<file path="config.mk">
export PLATFORM = sky130hd
export DESIGN_NAME = cond_flag_reg
export DESIGN_NICKNAME = d
export VERILOG_FILES = /design/src/rtl/cond_flag_pkg.sv /design/src/rtl/nzcv_calc.sv /design/src/rtl/nzcv_gate.sv /design/src/rtl/cond_flag_reg.sv
export SDC_FILE = /design/constraint.sdc
export NUM_CORES = 1
export LEC_CHECK = 0
export BUFFER_PORTS_ARGS = -buffer_cell sky130_fd_sc_hd__clkbuf_2
export CORE_AREA = 4 4 41 43
export DETAILED_ROUTE_END_ITERATION = 10
export DIE_AREA = 0 0 45 47
export GPL_TIMING_DRIVEN = 0
export PLACE_DENSITY = 0.84
export SYNTH_ARGS = -nofsm -noshare
export SYNTH_HDL_FRONTEND = slang
export SYNTH_HIERARCHICAL = 1
export SYNTH_SLANG_ARGS = --single-unit
</file>
<file path="constraint.sdc">
create_clock -name clk_i -period 1.7 [get_ports clk_i]
set_input_delay 0.17 -clock clk_i [delete_from_list [all_inputs] [get_ports clk_i]]
set_output_delay 0.17 -clock clk_i [all_outputs]
set_load 0.02 [all_outputs]
</file>
<file path="src/rtl/cond_flag_pkg.sv">
package cond_flag_pkg;

  typedef enum logic [2:0] {
    OPC_ADD  = 3'd0,
    OPC_SUB  = 3'd1,
    OPC_CMN  = 3'd2,
    OPC_CMP  = 3'd3,
    OPC_LOG  = 3'd4,
    OPC_TST  = 3'd5,
    OPC_NOP6 = 3'd6,
    OPC_NOP7 = 3'd7
  } op_class_e;

  typedef struct packed {
    logic n;
    logic z;
    logic c;
    logic v;
  } nzcv_t;

  localparam int unsigned NUM_FLAGS = 4;

endpackage

</file>
<file path="src/rtl/nzcv_calc.sv">
module nzcv_calc
  import cond_flag_pkg::*;
#(
  parameter int unsigned DATA_W = 32
) (
  input  logic [DATA_W-1:0] result_i,
  input  logic              adder_cy_i,
  input  logic              op_a_sign_i,
  input  logic              op_b_sign_i,
  input  logic              shift_cy_i,
  input  logic              shift_cy_vld_i,
  input  op_class_e         op_class_i,
  output nzcv_t             val_o,
  output nzcv_t             touch_o
);
  localparam int unsigned MSB = DATA_W - 1;

  logic is_add, is_sub, is_log;
  logic b_eff;

  always_comb begin
    is_add = (op_class_i == OPC_ADD) || (op_class_i == OPC_CMN);
    is_sub = (op_class_i == OPC_SUB) || (op_class_i == OPC_CMP);
    is_log = (op_class_i == OPC_LOG) || (op_class_i == OPC_TST);
    // subtract feeds the adder with ~B
    b_eff  = is_sub ? ~op_b_sign_i : op_b_sign_i;

    val_o.n = result_i[MSB];
    val_o.z = (result_i == '0);
    val_o.c = is_log ? shift_cy_i : adder_cy_i;
    val_o.v = (op_a_sign_i == b_eff) && (result_i[MSB] != op_a_sign_i);

    touch_o.n = is_add || is_sub || is_log;
    touch_o.z = is_add || is_sub || is_log;
    touch_o.c = is_add || is_sub || (is_log && shift_cy_vld_i);
    touch_o.v = is_add || is_sub;
  end

endmodule

</file>
<file path="src/rtl/nzcv_gate.sv">
module nzcv_gate
  import cond_flag_pkg::*;
(
  input  op_class_e op_class_i,
  input  logic      set_flags_i,
  input  logic      cond_pass_i,
  output logic      upd_en_o
);
  logic always_wr, opt_wr;

  always_comb begin
    always_wr = (op_class_i == OPC_CMN) || (op_class_i == OPC_CMP) ||
                (op_class_i == OPC_TST);
    opt_wr    = (op_class_i == OPC_ADD) || (op_class_i == OPC_SUB) ||
                (op_class_i == OPC_LOG);
    upd_en_o  = cond_pass_i && (always_wr || (opt_wr && set_flags_i));
  end

endmodule

</file>
<file path="src/rtl/cond_flag_reg.sv">
module cond_flag_reg
  import cond_flag_pkg::*;
#(
  parameter int unsigned DATA_W = 32
) (
  input  logic              clk_i,
  input  logic              rst_ni,
  input  logic [DATA_W-1:0] result_i,
  input  logic              adder_cy_i,
  input  logic              op_a_sign_i,
  input  logic              op_b_sign_i,
  input  logic              shift_cy_i,
  input  logic              shift_cy_vld_i,
  input  logic [2:0]        op_class_i,
  input  logic              set_flags_i,
  input  logic              cond_pass_i,
  input  logic              flag_wr_i,
  input  logic [NUM_FLAGS-1:0] flag_wr_data_i,
  output logic [NUM_FLAGS-1:0] flags_o
);
  localparam int unsigned MSB = DATA_W - 1;

  op_class_e opc;
  nzcv_t     calc_val, calc_touch;
  logic      upd_en;
  logic [NUM_FLAGS-1:0] flags_q, flags_d;

  assign opc = op_class_e'(op_class_i);

  nzcv_calc #(.DATA_W(DATA_W)) u_calc (
    .result_i       (result_i),
    .adder_cy_i     (adder_cy_i),
    .op_a_sign_i    (op_a_sign_i),
    .op_b_sign_i    (op_b_sign_i),
    .shift_cy_i     (shift_cy_i),
    .shift_cy_vld_i (shift_cy_vld_i),
    .op_class_i     (opc),
    .val_o          (calc_val),
    .touch_o        (calc_touch)
  );

  nzcv_gate u_gate (
    .op_class_i  (opc),
    .set_flags_i (set_flags_i),
    .cond_pass_i (cond_pass_i),
    .upd_en_o    (upd_en)
  );

  // per-flag merge; direct load overrides
  for (genvar i = 0; i < NUM_FLAGS; i++) begin : g_merge
    always_comb begin
      if (flag_wr_i)
        flags_d[i] = flag_wr_data_i[i];
      else if (upd_en && calc_touch[i])
        flags_d[i] = calc_val[i];
      else
        flags_d[i] = flags_q[i];
    end
  end

  always_ff @(posedge clk_i or negedge rst_ni) begin
    if (!rst_ni) flags_q <= '0;
    else         flags_q <= flags_d;
  end

  assign flags_o = flags_q;


  a_r9_direct_load: assert property (@(posedge clk_i) disable iff (!rst_ni)
    flag_wr_i |=> flags_o == $past(flag_wr_data_i));


  a_r8_cond_fail_hold: assert property (@(posedge clk_i) disable iff (!rst_ni)
    (!cond_pass_i && !flag_wr_i) |=> $stable(flags_o));


  a_r7_no_request_hold: assert property (@(posedge clk_i) disable iff (!rst_ni)
    (!flag_wr_i && !set_flags_i &&
     (op_class_i == 3'd0 || op_class_i == 3'd1 || op_class_i == 3'd4))
    |=> $stable(flags_o));

  // compare/test always write N and Z
  a_r7_compare_writes_nz: assert property (@(posedge clk_i) disable iff (!rst_ni)
    (!flag_wr_i && cond_pass_i &&
     (op_class_i == 3'd2 || op_class_i == 3'd3 || op_class_i == 3'd5))
    |=> (flags_o[3] == $past(result_i[MSB])) &&
        (flags_o[2] == ($past(result_i) == '0)));


  a_r6_logic_keeps_v: assert property (@(posedge clk_i) disable iff (!rst_ni)
    (!flag_wr_i && (op_class_i == 3'd4 || op_class_i == 3'd5))
    |=> flags_o[0] == $past(flags_o[0]));


  a_r10_idle_class_hold: assert property (@(posedge clk_i) disable iff (!rst_ni)
    (!flag_wr_i && op_class_i[2:1] == 2'b11) |=> $stable(flags_o));

endmodule

</file>
* Word level (Yosys, flattened, before mapping)
Index checks and enable logic that the tools add are counted.
Storage, ports and cells: register bits 4, input bits 49, output and inout bits 4, logic and storage cells 44
Cells by class: equality and inequality tests 7, multiplexer cells 10, bitwise operators 1, reduce and logical (&&, ||, !) cells 23
Operators by type and width (number):
- 32-bit zero test | 1
- 1-bit logical OR | 11
- 1-bit two-way mux | 10
- 1-bit logical AND | 7
- 3-bit by 2-bit == test with 1-bit output (second input constant) | 2
- 3-bit == test (second input constant) | 2
- 2-bit nonzero test | 3
- 3-bit by 1-bit == test with 1-bit output (second input constant) | 1
- 3-bit zero test | 1
- 1-bit == test | 1
- 1-bit != test | 1
- 1-bit inverter | 1

* Logic depth before layout (Yosys ltp)
Gate-level depths: netlist of run 1.
depth after elaboration 9, depth in mapped cells 5, mapped depth without buffers 5

* Cells and area by module
The synthesis of run 1 kept the hierarchy.
By module, submodules not included:
- cond_flag_reg | instances 1, cells an instance 20, area an instance 217.7 sq um, seq. area each 100.1 sq um
- nzcv_calc | instances 1, cells an instance 25, area an instance 151.4 sq um, seq. area each 0.0 sq um
- nzcv_gate | instances 1, cells an instance 3, area an instance 18.8 sq um, seq. area each 0.0 sq um

* Least setup slack after synthesis of run 1
OpenSTA, ideal clock, no wires.
path kind input to register, start input port op_class_i[0], end register flags_q[0] (netlist: flags_o[0]), setup time 124 ps, arrival 1057 ps, required time 1576 ps, slack 519 ps, stages on the path 4, path buffers 0, path through a211o_1 and3_1 and3_1 o31a_1
Between the ends: longest elaborated chain between the ends 8, elaborated cells between the ends (all ways) 23, classes of those cells eq/ne: 6; mux: 3; reduce/logical: 14
RTL lines:
- start: declaration | line cond_flag_reg.sv:14 | input logic [2:0] op_class_i,
- 3-bit by 1-bit == test with 1-bit output / 3-bit zero test (equally long branches) | line nzcv_gate.sv:14 | opt_wr = (op_class_i == OPC_ADD) || (op_class_i == OPC_SUB) ||
- 1-bit logical OR (2 in series) | line nzcv_gate.sv:14
- 1-bit logical AND | line nzcv_gate.sv:16 | upd_en_o = cond_pass_i && (always_wr || (opt_wr && set_flags_i));
- 1-bit logical OR (*) | line nzcv_gate.sv:16
- 1-bit logical AND (*) | line nzcv_gate.sv:16
- net upd_en | line cond_flag_reg.sv:25 | logic upd_en;
- 1-bit logical AND (*) | line cond_flag_reg.sv:54 | else if (upd_en && calc_touch[i])
- 2-bit nonzero test (no line) (*)
- end signal: assignment | line cond_flag_reg.sv:63 | else flags_q <= flags_d;
- end: declaration | line cond_flag_reg.sv:26 | logic [NUM_FLAGS-1:0] flags_q, flags_d;
The timed path passes the listed nets; every way through them passes the cells marked *. The select of a mux whose other input is x is not followed. A chain may end at the register's enable or synchronous reset.

* Worst setup path after layout of run 1
start input port op_class_i[2], end register flags_q[0] (netlist: flags_o[0])
Same word-level chain as after synthesis.

==> results.json, run 1 <==
{
  "maxCapViolations": 0,
  "core-area_sq_um": 1300,
  "slew_headroom_pct": 83.5,
  "start_util_pct": 29.8,
  "yosys_warnings": 6,
  "h-tree-depth": 1,
  "total_power_uw": 358,
  "drtIter0Drc": 3,
  "largest_register_ffs": 4,
  "clock.fmax_ghz": 0.886,
  "arrival_ns": 1.24,
  "crit_fanout": 8,
  "slew_violations": 0,
  "cp_num_buf_inv": 1,
  "drcViolationCount": 0,
  "clk_latency_ns": 0.23,
  "grt_pass1_vias": 500,
  "hold_buffers": 1,
  "critPathLaunchType": "input port",
  "slowest_stage": "o31a_1",
  "final_cells": 119,
  "rsz0062_at_grt": "no",
  "p_leak_uw": 0.000394,
  "antenna_left": 0,
  "layout_common_cells": "clkbuf_2, nor4_1, and3_1, nand2b_1",
  "fin_crit_sh_pct": 66.4,
  "tritoncts": "done",
  "holdPathEnd": "flags_o[0]",
  "routed_wl_microns": 1310,
  "yosysSeqAreaShare_pct": 25.8,
  "synth_seq_cells": 4,
  "track_usage_pct": 12.5,
  "cts-root-buf": "clkbuf_4",
  "crit_top_cell": "and3_1",
  "dpl_cell_area_sq_um": 667,
  "irDropWorstVdd_mv": 0.259,
  "dieArea_sq_um": 2120,
  "antenna-diode-count": 0,
  "synth_compound_area_share_pct": 21.6,
  "hp-start": "flag_wr_data_i[0]",
  "status": "complete, no violations",
  "synth.avg_cell_area_sq_um": 8.08,
  "cts_buffers": 3,
  "postSynthCellCount": 48,
  "timing.setup.tns_ns": 0,
  "vias_per_cell": 4.66,
  "synthXorXnorAreaFrac_pct": 2.26,
  "die_y_microns": 47,
  "yosys.cell_types.count": 17,
  "placementRows": 13,
  "muxShareOfSynthArea_pct": 2.58,
  "crit_required_ns": 1.81,
  "reg2reg_setup_slack_ns": 0.85,
  "dp.cells": 115,
  "synthesis.nets": 97,
  "powerDensity_nw_per_um2": 511,
  "hold_viol": 0,
  "clock_path_buffers": 2,
  "hold_class": "input port to flip-flop",
  "nNetsFinal": 155,
  "finalSetupViolations": 0,
  "synth_top_family_by_area": "simple AND/OR/NAND/NOR gates",
  "gp_congestion": 0.701,
  "ios": 53,
  "ctsResizeCount": 0,
  "antenna_found_initial": 0,
  "r2r.worst_path.cells": 2,
  "die_x_microns": 45,
  "fin_area_sq_um": 699,
  "synth_area_sq_um": 388,
  "r2r-start": "flags_o[0]",
  "critPathKind": "input port to flip-flop",
  "vias": 554,
  "port-buffer-count": 52,
  "grt_max_degree": 9,
  "finClkSkew_ns": 0,
  "post_cts_buffers": 0,
  "drtPass1Iterations": 4,
  "synthAdderAreaFrac_pct": 0,
  "whs_path_depth": 3,
  "layout-drive-gt1-share_pct": 54.8,
  "worstMarginPinSlew_ns": 0.245,
  "dp_hpwl_microns": 1190,
  "crit_path_end_kind": "flip-flop",
  "layout_commonest_cell": "clkbuf_2",
  "overflow": 0,
  "period_minus_slack_ns": 1.13,
  "area_growth_pct": 80.3,
  "grt_pass1_wl_microns": 1940,
  "synth_simple_gate_area_share_pct": 41.9,
  "path_delay_family": "compound AO/OA/AOI/OAI gates",
  "crit_path_cell_trace": "clkbuf_2 > a211o_1 > and3_1 > and3_1 > o31a_1",
  "cts_sinks": 4,
  "reg2reg_to": "flags_o[0]",
  "slowest_delay_ns": 0.27,
  "clkTransAtPathRegs_ns": 0.04,
  "whs_ns": 0.249,
  "post_drt_wl_per_cell_microns": 11.0
}
## cell usage after synthesis
cell type	number	area (sq um)
nor4_1	8	50.1
and3_1	5	31.3
nand2b_1	5	31.3
a21boi_0	4	30.0
dfrtp_1	4	100
o31a_1	4	35.0
nand2_1	3	11.3
buf_4	2	15.0
inv_1	2	7.51
nand4_1	2	12.5
o21ai_0	2	10.0
or2b_1	2	15.0
a211o_1	1	8.76
mux2i_1	1	10.0
nand3b_1	1	7.51
nor2_1	1	3.75
xnor2_1	1	8.76
## where the power goes
part	internal, uW	switching (uW)
combinational	75.9	57.8
clock	78.7	34.8
sequential	106	4.73
## metal layers
layer  global-route usage [%]  vias to the layer above  share of wire (%)
li1                         -                      301                  -
met1                     12.4                      229                 35
met2                     24.0                       24                 53
met3                     2.30                        0                 12
met4                     7.02                        0                  0
met5                        0                        -                  0
## metrics by stage
stage	setup WS, ns	util (%)
finish	0.572	53.8
global route	0.500	53.8
CTS	0.575	53.8
detailed placement	0.326	51.2
global placement	0.349	51.2
floorplan	0.519	-
## cell type report
class / count / area (sq um)
sequential: 4 / 100
clock buffer: 3 / 22.5
tap: 15 / 18.8
multi-input combinational: 40 / 265
fill: 129 / 602
buffer: 2 / 15.0
inverter: 2 / 7.51
timing repair buffer: 53 / 270
## worst max-delay path by stage
stage | start | endpoint | slack (ns) | depth (start not counted)
floorplan | op_class_i[0] | flags_o[0] | 0.52 | 4
global placement | op_class_i[2] | flags_o[0] | 0.35 | 5
detailed placement | op_class_i[2] | flags_o[0] | 0.33 | 5
CTS | op_class_i[2] | flags_o[0] | 0.58 | 5
global route | op_class_i[2] | flags_o[0] | 0.50 | 5
finish | op_class_i[2] | flags_o[0] | 0.57 | 5
## logic make-up after synthesis
logic type,count (synthesis)
and+or+nand+nor,27
AOI/OAI and AO/OA,11
DFF,4
buffers and inverters,4
xor gates and xnor gates,1
muxes,1
## worst reg2reg max path: cells and delay by family (launching register included)
kind | cells | cell delay, ns
DFF | 1 | 0.37
AOI/OAI and AO/OA | 2 | 0.36
Note: power is estimated with default switching activity, not from simulation.
==> run 2, diff against run 1 <==
Settings changed: CORE_AREA 4 4 41 43 to not set, CORE_MARGIN set to 4, CORE_UTILIZATION set to 29, DIE_AREA 0 0 45 47 to not set, PLACE_DENSITY 0.84 to 0.83.
Clock period 1.7 ns to 1.1 ns, I/O delays scaled along.
==> run 2 against run 1 <==
  * Critical path depth is 1 higher
  * Final cell count shrank 0.84%
  * Clock-buffer cell count is the same
  * Largest cell class unchanged
==> results.json, run 2 (same netlist as run 1, synthesis figures left out) <==
{
  "status": "complete, no violations",
  "grt_pass1_vias": 607,
  "layout-drive-gt1-share_pct": 56.7,
  "period_minus_slack_ns": 1.04,
  "antenna_left": 0,
  "clkTransAtPathRegs_ns": 0.03,
  "arrival_ns": 1.15,
  "track_usage_pct": 15.2,
  "fin_crit_sh_pct": 95.0,
  "drtPass1Iterations": 2,
  "r2r-start": "flags_o[2]",
  "antenna_found_initial": 0,
  "hold_viol": 0,
  "vias": 559,
  "slew_headroom_pct": 82.3,
  "clock.fmax_ghz": 0.957,
  "gp_congestion": 0.784,
  "drcViolationCount": 0,
  "grt.met1_usage_pct": 15.7,
  "busiest_layer": "met2",
  "p_switching_uw": 152,
  "clock_path_buffers": 2,
  "finClkSkew_ns": 0,
  "cts-root-buf": "clkbuf_4",
  "crit_required_ns": 1.21,
  "drtIter0Drc": 3,
  "core-area_sq_um": 1190,
  "vias_per_cell": 4.74,
  "reg2reg_setup_slack_ns": 0.24,
  "pwr-share-seq_pct": 30.5,
  "die_y_microns": 44.6,
  "r2r.worst_path.cells": 2,
  "critPathLaunchType": "input port",
  "area_growth_pct": 83.2,
  "crit_path_end_kind": "flip-flop",
  "ios": 53,
  "grtUsageMet2_pct": 29.2,
  "grt_max_degree": 9,
  "sw_frac_of_total_pct": 27.2,
  "crit_fanout": 7,
  "overflow": 0,
  "die_x_microns": 44.6,
  "finalSetupViolations": 0,
  "port-buffer-count": 52,
  "placementRows": 12,
  "reg2reg_to": "flags_o[2]",
  "final_cells": 118,
  "start_util_pct": 32.7,
  "tritoncts": "done",
  "intPower_uw": 407,
  "worstMarginPinSlew_ns": 0.263,
  "critPathKind": "input port to flip-flop",
  "clk_latency_ns": 0.23,
  "layout_common_cells": "clkbuf_2, nor4_1, nand2b_1",
  "rsz0062_at_grt": "no",
  "total_power_uw": 559,
  "antenna-diode-count": 0,
  "timing.setup.tns_ns": 0,
  "pwr-share-comb_pct": 38.4,
  "post_drt_wl_per_cell_microns": 11.4,
  "p_leak_uw": 0.000399,
  "powerDensity_nw_per_um2": 787,
  "whs_ns": 0.184,
  "irDropWorstVdd_mv": 0.676,
  "grt_pass1_wl_microns": 2310,
  "slew_violations": 0,
  "power_frac_clock_pct": 31.1,
  "layout_commonest_cell": "clkbuf_2",
  "h-tree-depth": 1,
  "dieArea_sq_um": 1990,
  "use_met3_pct": 3.25,
  "maxCapViolations": 0,
  "cp-endpoint": "flags_o[0]",
  "routed_wl_microns": 1350,
  "cts_sinks": 4,
  "nNetsFinal": 155,
  "dp.cells": 114,
  "largest_register_ffs": 4,
  "hold_class": "input port to flip-flop",
  "startpoint": "op_class_i[2]",
  "cts_buffers": 3,
  "post_cts_buffers": 0
}
-- run 2: cell types whose count changed in the layout (fill, tap and decap cells not counted) --
cell / change
xnor2_2: +1
and3_1: -1
and3_4: +1
xnor2_1: -1
-- run 2: critical path: stages --
cell and delay (ns):
clkbuf_2 0.13, nand2b_1 0.19, xnor2_2 0.15, mux2i_1 0.13
and3_1 0.19, o31a_1 0.26
-- run 2: final cells by class --
type                    instances  area (sq um)
fillers                       122           475
multi-input cells              40           278
repair buffers                 53           270
flip-flops and latches          4           100
clock buffers                   3          22.5
well taps                      14          17.5
plain buffers                   2          15.0
inverters                       2          7.51
-- run 2: through the flow --
step / utilization [%] / cell area [sq um] / setup slack [ns]
finish: 59.9 / 711 / 0.0552
global route: 59.9 / 711 / 0.00743
CTS: 59.3 / 703 / 0.0656
detailed placement: 56.5 / 671 / -0.168
global placement: 56.5 / 671 / -0.163
floorplan: - / 393 / 0.0112
-- run 2: repair_timing --
item / 4_1_cts / 5_1_grt
hold endpoints to repair: 4 / 0
hold buffers: 1 / 0
gates resized for setup: 0 / 1
endpoints found under the setup margin: 0 / 1
-- run 2: worst min-delay path by stage --
stage / to / startpoint / depth (start not counted)
2_1_floorplan: flags_o[0] / rst_ni / 0
3_3_place_gp: flags_o[2] / rst_ni / 1
3_5_place_dp: flags_o[3] / rst_ni / 1
4_1_cts: flags_o[0] / flag_wr_data_i[0] / 3
5_1_grt: flags_o[0] / flag_wr_data_i[0] / 3
6_report: flags_o[0] / flag_wr_data_i[0] / 3
-- run 2: power groups by stage --
stage | clock network, uW | registers, uW | logic [uW]
2_1_floorplan | 0 | 192 | 69.3
3_3_place_gp | 0 | 171 | 204
3_5_place_dp | 0 | 172 | 210
4_1_cts | 185 | 171 | 213
5_1_grt | 200 | 172 | 240
6_report | 174 | 170 | 215
-- run 2: metal layers --
layer | vias to the layer above | wire [microns]
met5 | - | 0
met4 | 0 | 0
met3 | 0 | 67
met2 | 13 | 766
met1 | 250 | 516
li1 | 296 | -
